===== src/rtl/ecc_log_pkg.sv =====
package ecc_log_pkg;

  // register window geometry
  localparam int REG_AW      = 12;
  localparam int REG_DW      = 32;
  localparam int CNT_SLOT    = 16;

  // event field widths
  localparam int EADDR_W     = 64;
  localparam int SYN_W       = 10;
  localparam int RANK_W      = 2;
  localparam int GRAIN_BYTES = 8;
  localparam int GRAIN_LSB   = $clog2(GRAIN_BYTES);

  // register byte offsets (decoded by software)
  localparam logic [REG_AW-1:0] OFF_COUNT  = 12'h340;
  localparam logic [REG_AW-1:0] OFF_CLEAR  = 12'h348;
  localparam logic [REG_AW-1:0] OFF_LATCH  = 12'h354;
  localparam logic [REG_AW-1:0] OFF_ADDRLO = 12'h358;
  localparam logic [REG_AW-1:0] OFF_SYND   = 12'h35C;
  localparam logic [REG_AW-1:0] OFF_INFO   = 12'h364;
  localparam logic [REG_AW-1:0] OFF_ADDRHI = 12'h37C;

  // bit positions inside registers
  localparam int CLR_SGL_BIT  = 0;
  localparam int CLR_DBL_BIT  = 16;
  localparam int LATCH_GO_BIT = 24;
  localparam int SYND_DBL_BIT = 0;
  localparam int SYND_SGL_BIT = 1;
  localparam int SYND_LSB     = 16;
  localparam int RANK_LSB     = 8;

  // one error event record
  typedef struct packed {
    logic                dbl;
    logic                sgl;
    logic [RANK_W-1:0]   rank;
    logic [SYN_W-1:0]    syn;
    logic [EADDR_W-1:0]  addr;
  } ecc_evt_t;

endpackage


===== src/rtl/ecc_rst_sync.sv =====
module ecc_rst_sync #(
  parameter int STAGES = 2
) (
  input  logic clk,
  input  logic arst_n,
  output logic rst_n_o
);

  logic [STAGES-1:0] sync_q;
  logic [STAGES-1:0] sync_d;

  always_comb begin
    sync_d = {sync_q[STAGES-2:0], 1'b1};
  end

  always_ff @(posedge clk or negedge arst_n) begin
    if (!arst_n) begin
      sync_q <= '0;
    end else begin
      sync_q <= sync_d;
    end
  end

  assign rst_n_o = sync_q[STAGES-1];

endmodule


===== src/rtl/ecc_sat_counter.sv =====
module ecc_sat_counter #(
  parameter int W = 16
) (
  input  logic         clk,
  input  logic         rst_n,
  input  logic         inc_i,
  input  logic         clr_i,
  output logic [W-1:0] cnt_o
);

  localparam logic [W-1:0] CNT_MAX = {W{1'b1}};
  localparam logic [W-1:0] CNT_ONE = {{(W-1){1'b0}}, 1'b1};

  logic [W-1:0] cnt_q;
  logic [W-1:0] cnt_d;
  logic         cnt_en;

  always_comb begin
    cnt_d  = cnt_q;
    cnt_en = 1'b0;
    if (clr_i) begin
      cnt_d  = inc_i ? CNT_ONE : '0;
      cnt_en = 1'b1;
    end else if (inc_i && (cnt_q != CNT_MAX)) begin
      cnt_d  = cnt_q + CNT_ONE;
      cnt_en = 1'b1;
    end
  end

  always_ff @(posedge clk or negedge rst_n) begin
    if (!rst_n) begin
      cnt_q <= '0;
    end else if (cnt_en) begin
      cnt_q <= cnt_d;
    end
  end

  assign cnt_o = cnt_q;

  // one error step adds exactly one
  a_r2_single_step: assert property (@(posedge clk) disable iff (!rst_n)
    (inc_i && !clr_i && cnt_q != CNT_MAX) |=> (cnt_q == $past(cnt_q) + CNT_ONE));

  // a full counter never wraps
  a_r3_no_wrap: assert property (@(posedge clk) disable iff (!rst_n)
    (cnt_q == CNT_MAX && !clr_i) |=> (cnt_q == CNT_MAX));

  // clear lands on zero, or on one with a coincident error
  a_r4_clear_result: assert property (@(posedge clk) disable iff (!rst_n)
    clr_i |=> (cnt_q == ($past(inc_i) ? CNT_ONE : '0)));

  // without clear or error the count holds
  a_r4_idle_hold: assert property (@(posedge clk) disable iff (!rst_n)
    (!clr_i && !inc_i) |=> $stable(cnt_q));

endmodule


===== src/rtl/ecc_capture.sv =====
module ecc_capture
  import ecc_log_pkg::*;
(
  input  logic                clk,
  input  logic                rst_n,
  input  logic                sgl_i,
  input  logic                dbl_i,
  input  logic [EADDR_W-1:0]  addr_i,
  input  logic [SYN_W-1:0]    syn_i,
  input  logic [RANK_W-1:0]   rank_i,
  input  logic                latch_i,
  output ecc_evt_t            vis_o
);

  ecc_evt_t stg_q;
  ecc_evt_t stg_d;
  ecc_evt_t vis_q;
  logic     stg_en;
  logic     unused_addr_lsb;

  always_comb begin
    stg_en     = sgl_i | dbl_i;
    stg_d.dbl  = dbl_i;
    stg_d.sgl  = sgl_i & ~dbl_i;
    stg_d.rank = rank_i;
    stg_d.syn  = syn_i;
    stg_d.addr = {addr_i[EADDR_W-1:GRAIN_LSB], {GRAIN_LSB{1'b0}}};
  end

  assign unused_addr_lsb = ^addr_i[GRAIN_LSB-1:0];

  always_ff @(posedge clk or negedge rst_n) begin
    if (!rst_n) begin
      stg_q <= '0;
    end else if (stg_en) begin
      stg_q <= stg_d;
    end
  end

  always_ff @(posedge clk or negedge rst_n) begin
    if (!rst_n) begin
      vis_q <= '0;
    end else if (latch_i) begin
      vis_q <= stg_q;
    end
  end

  assign vis_o = vis_q;

  // latch copies the capture as it stood before the edge
  a_r7_latch_copy: assert property (@(posedge clk) disable iff (!rst_n)
    latch_i |=> (vis_q == $past(stg_q)));

  // visible details hold between latch commands
  a_r8_vis_hold: assert property (@(posedge clk) disable iff (!rst_n)
    !latch_i |=> $stable(vis_q));

  // a simultaneous pair is captured as double-bit
  a_r6_double_wins: assert property (@(posedge clk) disable iff (!rst_n)
    (dbl_i && sgl_i) |=> (stg_q.dbl && !stg_q.sgl));

  // never both type flags at once
  a_r9_flags_exclusive: assert property (@(posedge clk) disable iff (!rst_n)
    $onehot0({vis_q.dbl, vis_q.sgl}));

endmodule


===== src/rtl/ecc_reg_port.sv =====
module ecc_reg_port
  import ecc_log_pkg::*;
#(
  parameter int CNT_W = 16
) (
  input  logic [REG_AW-1:0] addr_i,
  input  logic              we_i,
  input  logic [REG_DW-1:0] wdata_i,
  input  logic [CNT_W-1:0]  sgl_cnt_i,
  input  logic [CNT_W-1:0]  dbl_cnt_i,
  input  ecc_evt_t          vis_i,
  output logic              clr_sgl_o,
  output logic              clr_dbl_o,
  output logic              latch_o,
  output logic [REG_DW-1:0] rdata_o
);

  logic hit_clear;
  logic hit_latch;
  logic unused_wdata;

  always_comb begin
    hit_clear = we_i && (addr_i == OFF_CLEAR);
    hit_latch = we_i && (addr_i == OFF_LATCH);
    clr_sgl_o = hit_clear && wdata_i[CLR_SGL_BIT];
    clr_dbl_o = hit_clear && wdata_i[CLR_DBL_BIT];
    latch_o   = hit_latch && wdata_i[LATCH_GO_BIT];
  end

  assign unused_wdata = ^wdata_i;

  always_comb begin
    rdata_o = '0;
    unique case (addr_i)
      OFF_COUNT: begin
        rdata_o[CNT_W-1:0]          = sgl_cnt_i;
        rdata_o[CNT_SLOT +: CNT_W]  = dbl_cnt_i;
      end
      OFF_CLEAR: begin
        rdata_o[CLR_SGL_BIT] = |sgl_cnt_i;
        rdata_o[CLR_DBL_BIT] = |dbl_cnt_i;
      end
      OFF_SYND: begin
        rdata_o[SYND_DBL_BIT]         = vis_i.dbl;
        rdata_o[SYND_SGL_BIT]         = vis_i.sgl;
        rdata_o[SYND_LSB +: SYN_W]    = vis_i.syn;
      end
      OFF_INFO: begin
        rdata_o[RANK_LSB +: RANK_W]   = vis_i.rank;
      end
      OFF_ADDRLO: begin
        rdata_o = vis_i.addr[REG_DW-1:0];
      end
      OFF_ADDRHI: begin
        rdata_o = vis_i.addr[EADDR_W-1:REG_DW];
      end
      default: begin
        rdata_o = '0;
      end
    endcase
  end

endmodule


===== src/rtl/ecc_err_log.sv =====
module ecc_err_log
  import ecc_log_pkg::*;
#(
  parameter int CNT_W       = CNT_SLOT,
  parameter int SYNC_STAGES = 2
) (
  input  logic                clk,
  input  logic                rst_n,
  input  logic                sgl_err_i,
  input  logic                dbl_err_i,
  input  logic [EADDR_W-1:0]  err_addr_i,
  input  logic [SYN_W-1:0]    err_syn_i,
  input  logic [RANK_W-1:0]   err_rank_i,
  input  logic [REG_AW-1:0]   reg_addr_i,
  input  logic                reg_we_i,
  input  logic [REG_DW-1:0]   reg_wdata_i,
  output logic [REG_DW-1:0]   reg_rdata_o
);

  localparam int NCLASS = 2;
  localparam int CL_SGL = 0;
  localparam int CL_DBL = 1;

  logic             rst_sync_n;
  logic [NCLASS-1:0] cls_inc;
  logic [NCLASS-1:0] cls_clr;
  logic [CNT_W-1:0]  cls_cnt [NCLASS];
  logic              latch_go;
  ecc_evt_t          vis;

  ecc_rst_sync #(.STAGES(SYNC_STAGES)) u_rst_sync (
    .clk     (clk),
    .arst_n  (rst_n),
    .rst_n_o (rst_sync_n)
  );

  assign cls_inc[CL_SGL] = sgl_err_i;
  assign cls_inc[CL_DBL] = dbl_err_i;

  for (genvar g = 0; g < NCLASS; g++) begin : g_cls
    ecc_sat_counter #(.W(CNT_W)) u_cnt (
      .clk   (clk),
      .rst_n (rst_sync_n),
      .inc_i (cls_inc[g]),
      .clr_i (cls_clr[g]),
      .cnt_o (cls_cnt[g])
    );
  end

  ecc_capture u_capture (
    .clk     (clk),
    .rst_n   (rst_sync_n),
    .sgl_i   (sgl_err_i),
    .dbl_i   (dbl_err_i),
    .addr_i  (err_addr_i),
    .syn_i   (err_syn_i),
    .rank_i  (err_rank_i),
    .latch_i (latch_go),
    .vis_o   (vis)
  );

  ecc_reg_port #(.CNT_W(CNT_W)) u_regs (
    .addr_i    (reg_addr_i),
    .we_i      (reg_we_i),
    .wdata_i   (reg_wdata_i),
    .sgl_cnt_i (cls_cnt[CL_SGL]),
    .dbl_cnt_i (cls_cnt[CL_DBL]),
    .vis_i     (vis),
    .clr_sgl_o (cls_clr[CL_SGL]),
    .clr_dbl_o (cls_clr[CL_DBL]),
    .latch_o   (latch_go),
    .rdata_o   (reg_rdata_o)
  );

  // the latch register always reads back zero
  a_r11_latch_reads_zero: assert property (@(posedge clk) disable iff (!rst_sync_n)
    (reg_addr_i == OFF_LATCH) |-> (reg_rdata_o == '0));

endmodule


===== config.mk =====
export PLATFORM = sky130hd
export DESIGN_NAME = ecc_err_log
export DESIGN_NICKNAME = d
export VERILOG_FILES = /design/src/rtl/ecc_log_pkg.sv /design/src/rtl/ecc_rst_sync.sv /design/src/rtl/ecc_sat_counter.sv /design/src/rtl/ecc_capture.sv /design/src/rtl/ecc_reg_port.sv /design/src/rtl/ecc_err_log.sv
export SDC_FILE = /design/constraint.sdc
export NUM_CORES = 1
export LEC_CHECK = 0
export BUFFER_PORTS_ARGS = -buffer_cell sky130_fd_sc_hd__buf_4
export CORE_MARGIN = 2
export CORE_UTILIZATION = 40
export DETAILED_ROUTE_END_ITERATION = 12
export PLACE_DENSITY_LB_ADDON = 0.25
export SYNTH_ARGS = -nofsm -noshare
export SYNTH_HDL_FRONTEND = slang
export SYNTH_SLANG_ARGS = --single-unit

===== constraint.sdc =====
create_clock -name clk -period 6.3 [get_ports clk]
set_input_delay 1.26 -clock clk [delete_from_list [all_inputs] [get_ports clk]]
set_output_delay 1.26 -clock clk [all_outputs]
set_load 0.03 [all_outputs]

==> flow_summary.yaml, run 1 <==
logic_synthesis:
  synth_xor_area_share_pct: 0
  synth-async-reset-ratio_pct: 100
  ys_ff_latch: 184
  synth_compound_area_share_pct: 9.05
  synth.cell_area_mm2: 0.00840
  synthAdderAreaFrac_pct: 0.596
  synth_flop_cell: "dfrtp_1"
  synth_edf_count: 0
  synth-seq-area-share_pct: 54.8
  synthMuxAreaShare_pct: 20.3
  synth_nets: 804
  synth-simple-area-share_pct: 11.8
  synth_area_per_cell_um2: 12.4
  synthCells: 675
  yosys_warnings: 0
  synth_top_family_by_area: "multiplexers"
  yosysUniqueCellTypes: 60
clock_tree:
  cts-htree-levels: 4
  clk_pin_slew_ps: 70
  ctsHoldBuffers: 0
  clk_latency_ps: 430
  cts-buffers-inserted: 17
  cts.sinks: 184
  clock_path_buffers: 2
  cts_setup_buffers: 0
  cts-resized-gates: 0
  cts_tree: "built"
  cts_root_buf: "clkbuf_16"
detailed_routing:
  drt_pass1_iterations: 4
  routed_via_density: 5.48
  num_vias: 5867
  drc_errors: 0
  drtIter0Drc: 382
  wirelength_mm: 20.4
  wire_per_inst_um: 19.0
  antenna_left: 0
setup_path:
  cpMostUsedCell: "buf_4"
  crit_chain: "buf_4 > nor4b_2 > and3_1 > buf_4 > a222oi_1 > inv_1 > buf_4"
  crit_fanout: 18
  cp_slowest_stage_delay_ps: 890
  worstPathArrival_ps: 3550
  required_ps: 5040
  startpoint_type: "primary input"
  criticalPathCategory: "primary input to output pin"
  endpoint_kind: "output pin"
  crit_family: "simple AND/OR/NAND/NOR gates"
  worst_path_max_delay_cell: "and3_1"
  path_buf_inv: 4
timing:
  hold_viol_final: 0
  finalSetupViolations: 0
  max_freq_mhz: 208
  period_minus_slack_ps: 4810
  final.period_utilization_pct: 76.3
  setup_tns_ps: 0
  clock_skew_ps: 8.26
  tightest_slew_ps: 1100
  slew_headroom_pct: 26.5
  report.final.slew_viol_count: 0
  fin_hold_ws_ps: 350
  rsz0062_at_grt: "no"
grt:
  antenna_found_initial: 0
  grt_pass1_vias: 6315
  global_route.overflow_total: 0
  grt_pass1_wl_mm: 33.4
  grt_max_degree: 133
  grt_usage_pct: 19.4
placed_design:
  placedCellCount: 1038
  place_congestion: 0.880
  placed_area_mm2: 0.00955
  io_buffers: 124
  hpwl_mm: 14.1
final_layout:
  fill_cells: 1842
  multi_input_area_mm2: 0.00354
  final_cells: 1070
  drive_gt1_share_pct: 34.6
  fin_util_pct: 49.8
  final_cell_mix: "183 x dfrtp_1, 132 x buf_4, 93 x mux2_2"
  seq_area_mm2: 0.00461
  diodes: 0
  finalNetCount: 916
  area_delta_synth_final_pct: 21.1
  layout_commonest_cell: "dfrtp_1"
  postLayoutCellArea_mm2: 0.0102
floorplan:
  die_area_mm2: 0.0222
  ios: 157
  num_rows: 52
  dieHeight_um: 149
  die_w_um: 149
  core-area_mm2: 0.0204
  initial_utilization_pct: 41.1
status:
  status: "finished clean"
pwr:
  ir_worst_vdd_mv: 0.193
  power_density_mw_per_mm2: 271
  total_leakage_power_nw: 4.65
run:
  cap_violations: 0
hold_path:
  min_path_type: "flop to flop"
[synth_stat cells, drive strengths merged (10+ instances only)]
master  count  area (um2)
a21oi      24         120
a22oi      31         233
buf        22         153
clkbuf     18        67.6
dfrtp     184        4600
inv        15        56.3
mux2      148        1670
nand2      53         215
nand3      15        87.6
nand4      15         100
nor2       13        48.8
nor3       10        50.1
o21ai      13        65.1
o31ai      16         120
or4        18         136
[kinds of logic after synthesis]
kind of cell / count (synthesis)
muxes: 152
adders and majority gates: 4
other: 1
and+or+nand+nor: 171
DFF: 184
buffers and inverters: 55
AOI/OAI and AO/OA: 108
[layer usage]
layer | up-vias | GRT usage [%] | routed length (um)
met5 | - | 0 | 0
met4 | 0 | 6.86 | 310
met3 | 16 | 4.07 | 1030
met2 | 128 | 31.5 | 9760
met1 | 2993 | 25.8 | 9260
li1 | 2730 | - | -
[report_power, final]
group / internal [mW] / switching, mW / leakage, nW
clock network: 0.649 / 0.462 / 0.296
logic: 0.137 / 0.116 / 2.00
registers: 1.27 / 0.121 / 2.35
[registers in the layout (all words and copies together) (netlist names)]
signal / flops
g_cls.u_cnt.cnt_o: 32
u_capture.vis_o: 75
u_rst_sync.sync_q: 2
u_capture.stg_q: 75
[worst register-to-register path: cells and delay by family, from the launching register on]
family             cells  cell delay (ps)
AOI/OAI and AO/OA      1              160
DFF                    1              530
and+or+nand+nor        3             1360
[layout make-up]
cell class / count / share of cell area (%)
Sequential cell: 184 / 45.3
Multi-Input combinational cell: 436 / 34.8
Clock buffer: 19 / 4.45
Clock inverter: 13 / 1.64
Inverter: 15 / 0.554
Tap cell: 270 / 3.32
Timing Repair Buffer: 133 / 9.94
[path summary, 6_finish.rpt]
path,from,to,slack (ps),depth (start not counted)
min reg2reg,u_rst_sync.sync_q[0],u_rst_sync.sync_q[1],350,0
max,reg_addr_i[2],reg_rdata_o[5],1490,7
max in group asynchronous,u_rst_sync.sync_q[1],u_capture.vis_o[63],4780,1
max reg2reg,g_cls[1].u_cnt.cnt_o[2],g_cls[1].u_cnt.cnt_o[13],4180,4
min in group asynchronous,u_rst_sync.sync_q[1],u_capture.stg_q[10],370,0
min,u_rst_sync.sync_q[0],u_rst_sync.sync_q[1],350,0
[per-stage QoR]
stage / setup slack (ps) / total power [mW]
2_1_floorplan: 793 / 1.55
3_3_place_gp: 1560 / 1.64
3_5_place_dp: 1530 / 1.66
4_1_cts: 1510 / 2.78
5_1_grt: 1310 / 2.87
6_report: 1490 / 2.75
No activity file was read; power rests on OpenSTA's default activity.
==> inputs of run 2 (changes only) <==
==> constraint.sdc (replaced) <==
create_clock -name clk -period 4.4 [get_ports clk]
set_input_delay 0.88 -clock clk [delete_from_list [all_inputs] [get_ports clk]]
set_output_delay 0.88 -clock clk [all_outputs]
set_load 0.03 [all_outputs]
==> flow_summary.yaml, run 2 (synthesis gave the netlist of run 1 again) <==
status:
  status: "finished clean"
floorplan:
  initial_utilization_pct: 41.1
  ios: 157
  core-area_mm2: 0.0204
  num_rows: 52
  dieHeight_um: 149
  die_w_um: 149
  die_area_mm2: 0.0222
timing:
  rsz0062_at_grt: "no"
  final.period_utilization_pct: 82.1
  clock_skew_ps: 5.32
  report.final.slew_viol_count: 0
  max_freq_mhz: 277
  period_minus_slack_ps: 3610
  slew_headroom_pct: 44.9
  tightest_slew_ps: 827
  setup_tns_ps: 0
  hold_viol_final: 0
  finalSetupViolations: 0
clock_tree:
  cts-htree-levels: 4
  clk_pin_slew_ps: 60
  ctsHoldBuffers: 0
  cts_root_buf: "clkbuf_16"
  cts_tree: "built"
  cts.sinks: 184
  cts-buffers-inserted: 17
  cts-resized-gates: 0
  cts_setup_buffers: 0
  clock_path_buffers: 2
  clk_latency_ps: 430
grt:
  global_route.overflow_total: 0
  grt_usage_pct: 19.2
  grt_max_degree: 76
  grt_pass1_wl_mm: 33.1
  antenna_found_initial: 0
  grt_pass1_vias: 6227
final_layout:
  diodes: 0
  postLayoutCellArea_mm2: 0.0103
  fill_cells: 1825
  finalNetCount: 918
  drive_gt1_share_pct: 34.8
  seq_area_mm2: 0.00461
  final_cell_mix: "183 x dfrtp_1, 131 x buf_4, 93 x mux2_2"
  area_delta_synth_final_pct: 22.4
  fin_util_pct: 50.3
  multi_input_area_mm2: 0.00354
  layout_commonest_cell: "dfrtp_1"
detailed_routing:
  wire_per_inst_um: 19.1
  drtIter0Drc: 347
  routed_via_density: 5.51
  num_vias: 5912
  drc_errors: 0
  antenna_left: 0
  wirelength_mm: 20.4
  drt_pass1_iterations: 6
setup_path:
  reg2reg_setup_slack_ps: 2240
  required_ps: 3520
  crit_fanout: 17
  r2r_cells: 4
  startpoint_type: "primary input"
  worst_path_max_delay_cell: "and3_1"
  endpoint_kind: "output pin"
  cp_slowest_stage_delay_ps: 630
  worstPathArrival_ps: 2730
  cpMostUsedCell: "buf_4"
  critPathLaunch: "reg_addr_i[11]"
  criticalPathCategory: "primary input to output pin"
  timing.rr.start: "g_cls[1].u_cnt.cnt_o[3]"
  timing.rr.end: "g_cls[1].u_cnt.cnt_o[13]"
  crit_chain: "buf_4 > nor4bb_2 > and3_1 > buf_12 > a22oi_1 > o21ai_1 > buf_4"
pwr:
  swShare_pct: 24.6
  power_density_mw_per_mm2: 395
  p_int_mw: 3.06
  power_frac_comb_pct: 9.0
  p_seq_share_pct: 49.0
  power_frac_clock_pct: 42.0
  ir_worst_vdd_mv: 0.272
  total_leakage_power_nw: 4.70
  p_switching_uw: 997
hold_path:
  min_path_type: "primary input to asynchronous set/reset pin"
placed_design:
  io_buffers: 124
  placed_area_mm2: 0.00960
  hpwl_mm: 14.5
  place_congestion: 0.872
run:
  cap_violations: 0
## run 2: changes by cell type in the layout (fill, tap and decap cells not counted)
cell	delta
buf_12	+3
clkinv_4	+3
clkinvlp_4	-3
bufinv_16	+2
buf_4	-1
clkinv_2	-1
inv_6	-1
## run 2: final cells by class
class | instances | area share (%)
clock inverter | 13 | 2.11
inverter | 15 | 0.548
sequential | 184 | 44.9
multi-input combinational | 436 | 34.4
clock buffer | 19 | 4.41
tap | 270 | 3.29
timing repair buffer | 135 | 10.4
## run 2: layer usage
layer | up-vias | share of wire [%] | track usage (%)
li1 | 2738 | - | -
met1 | 2993 | 46 | 26.5
met2 | 157 | 48 | 30.6
met3 | 24 | 4.3 | 4.40
met4 | 0 | 1.6 | 5.33
met5 | - | 0 | 0
## run 2: through the flow
step	cells	setup slack [ps]	power [mW]	hold WS, ps
floorplan	675	1070	2.22	331
global placement	1040	792	2.36	338
detailed placement	1040	812	2.38	341
CTS	1072	798	4.09	205
global route	1072	641	4.21	202
finish	1072	788	4.05	223
## run 2: worst max path at each step
stage | to | slack [ps] | cells after the start
after floorplan | reg_rdata_o[10] | 1070 | 7
after global placement | reg_rdata_o[25] | 790 | 7
after detailed placement | reg_rdata_o[8] | 810 | 6
after CTS | reg_rdata_o[25] | 800 | 7
after global routing | reg_rdata_o[25] | 640 | 7
final | reg_rdata_o[25] | 790 | 7
## run 2: critical path, delay by kind of cell
kind / cells / cell delay (ps)
and+or+nand+nor: 2 / 1140
buffers and inverters: 3 / 530
AOI/OAI and AO/OA: 2 / 160
## run 2: power groups by stage
stage / Sequential (mW) / Clock [mW] / Combinational, mW
after CTS: 1.99 / 1.73 / 0.368
final: 1.99 / 1.70 / 0.365
after floorplan: 1.96 / 0 / 0.269
after global placement: 2.01 / 0 / 0.346
after global routing: 2.01 / 1.79 / 0.405
after detailed placement: 2.02 / 0 / 0.365
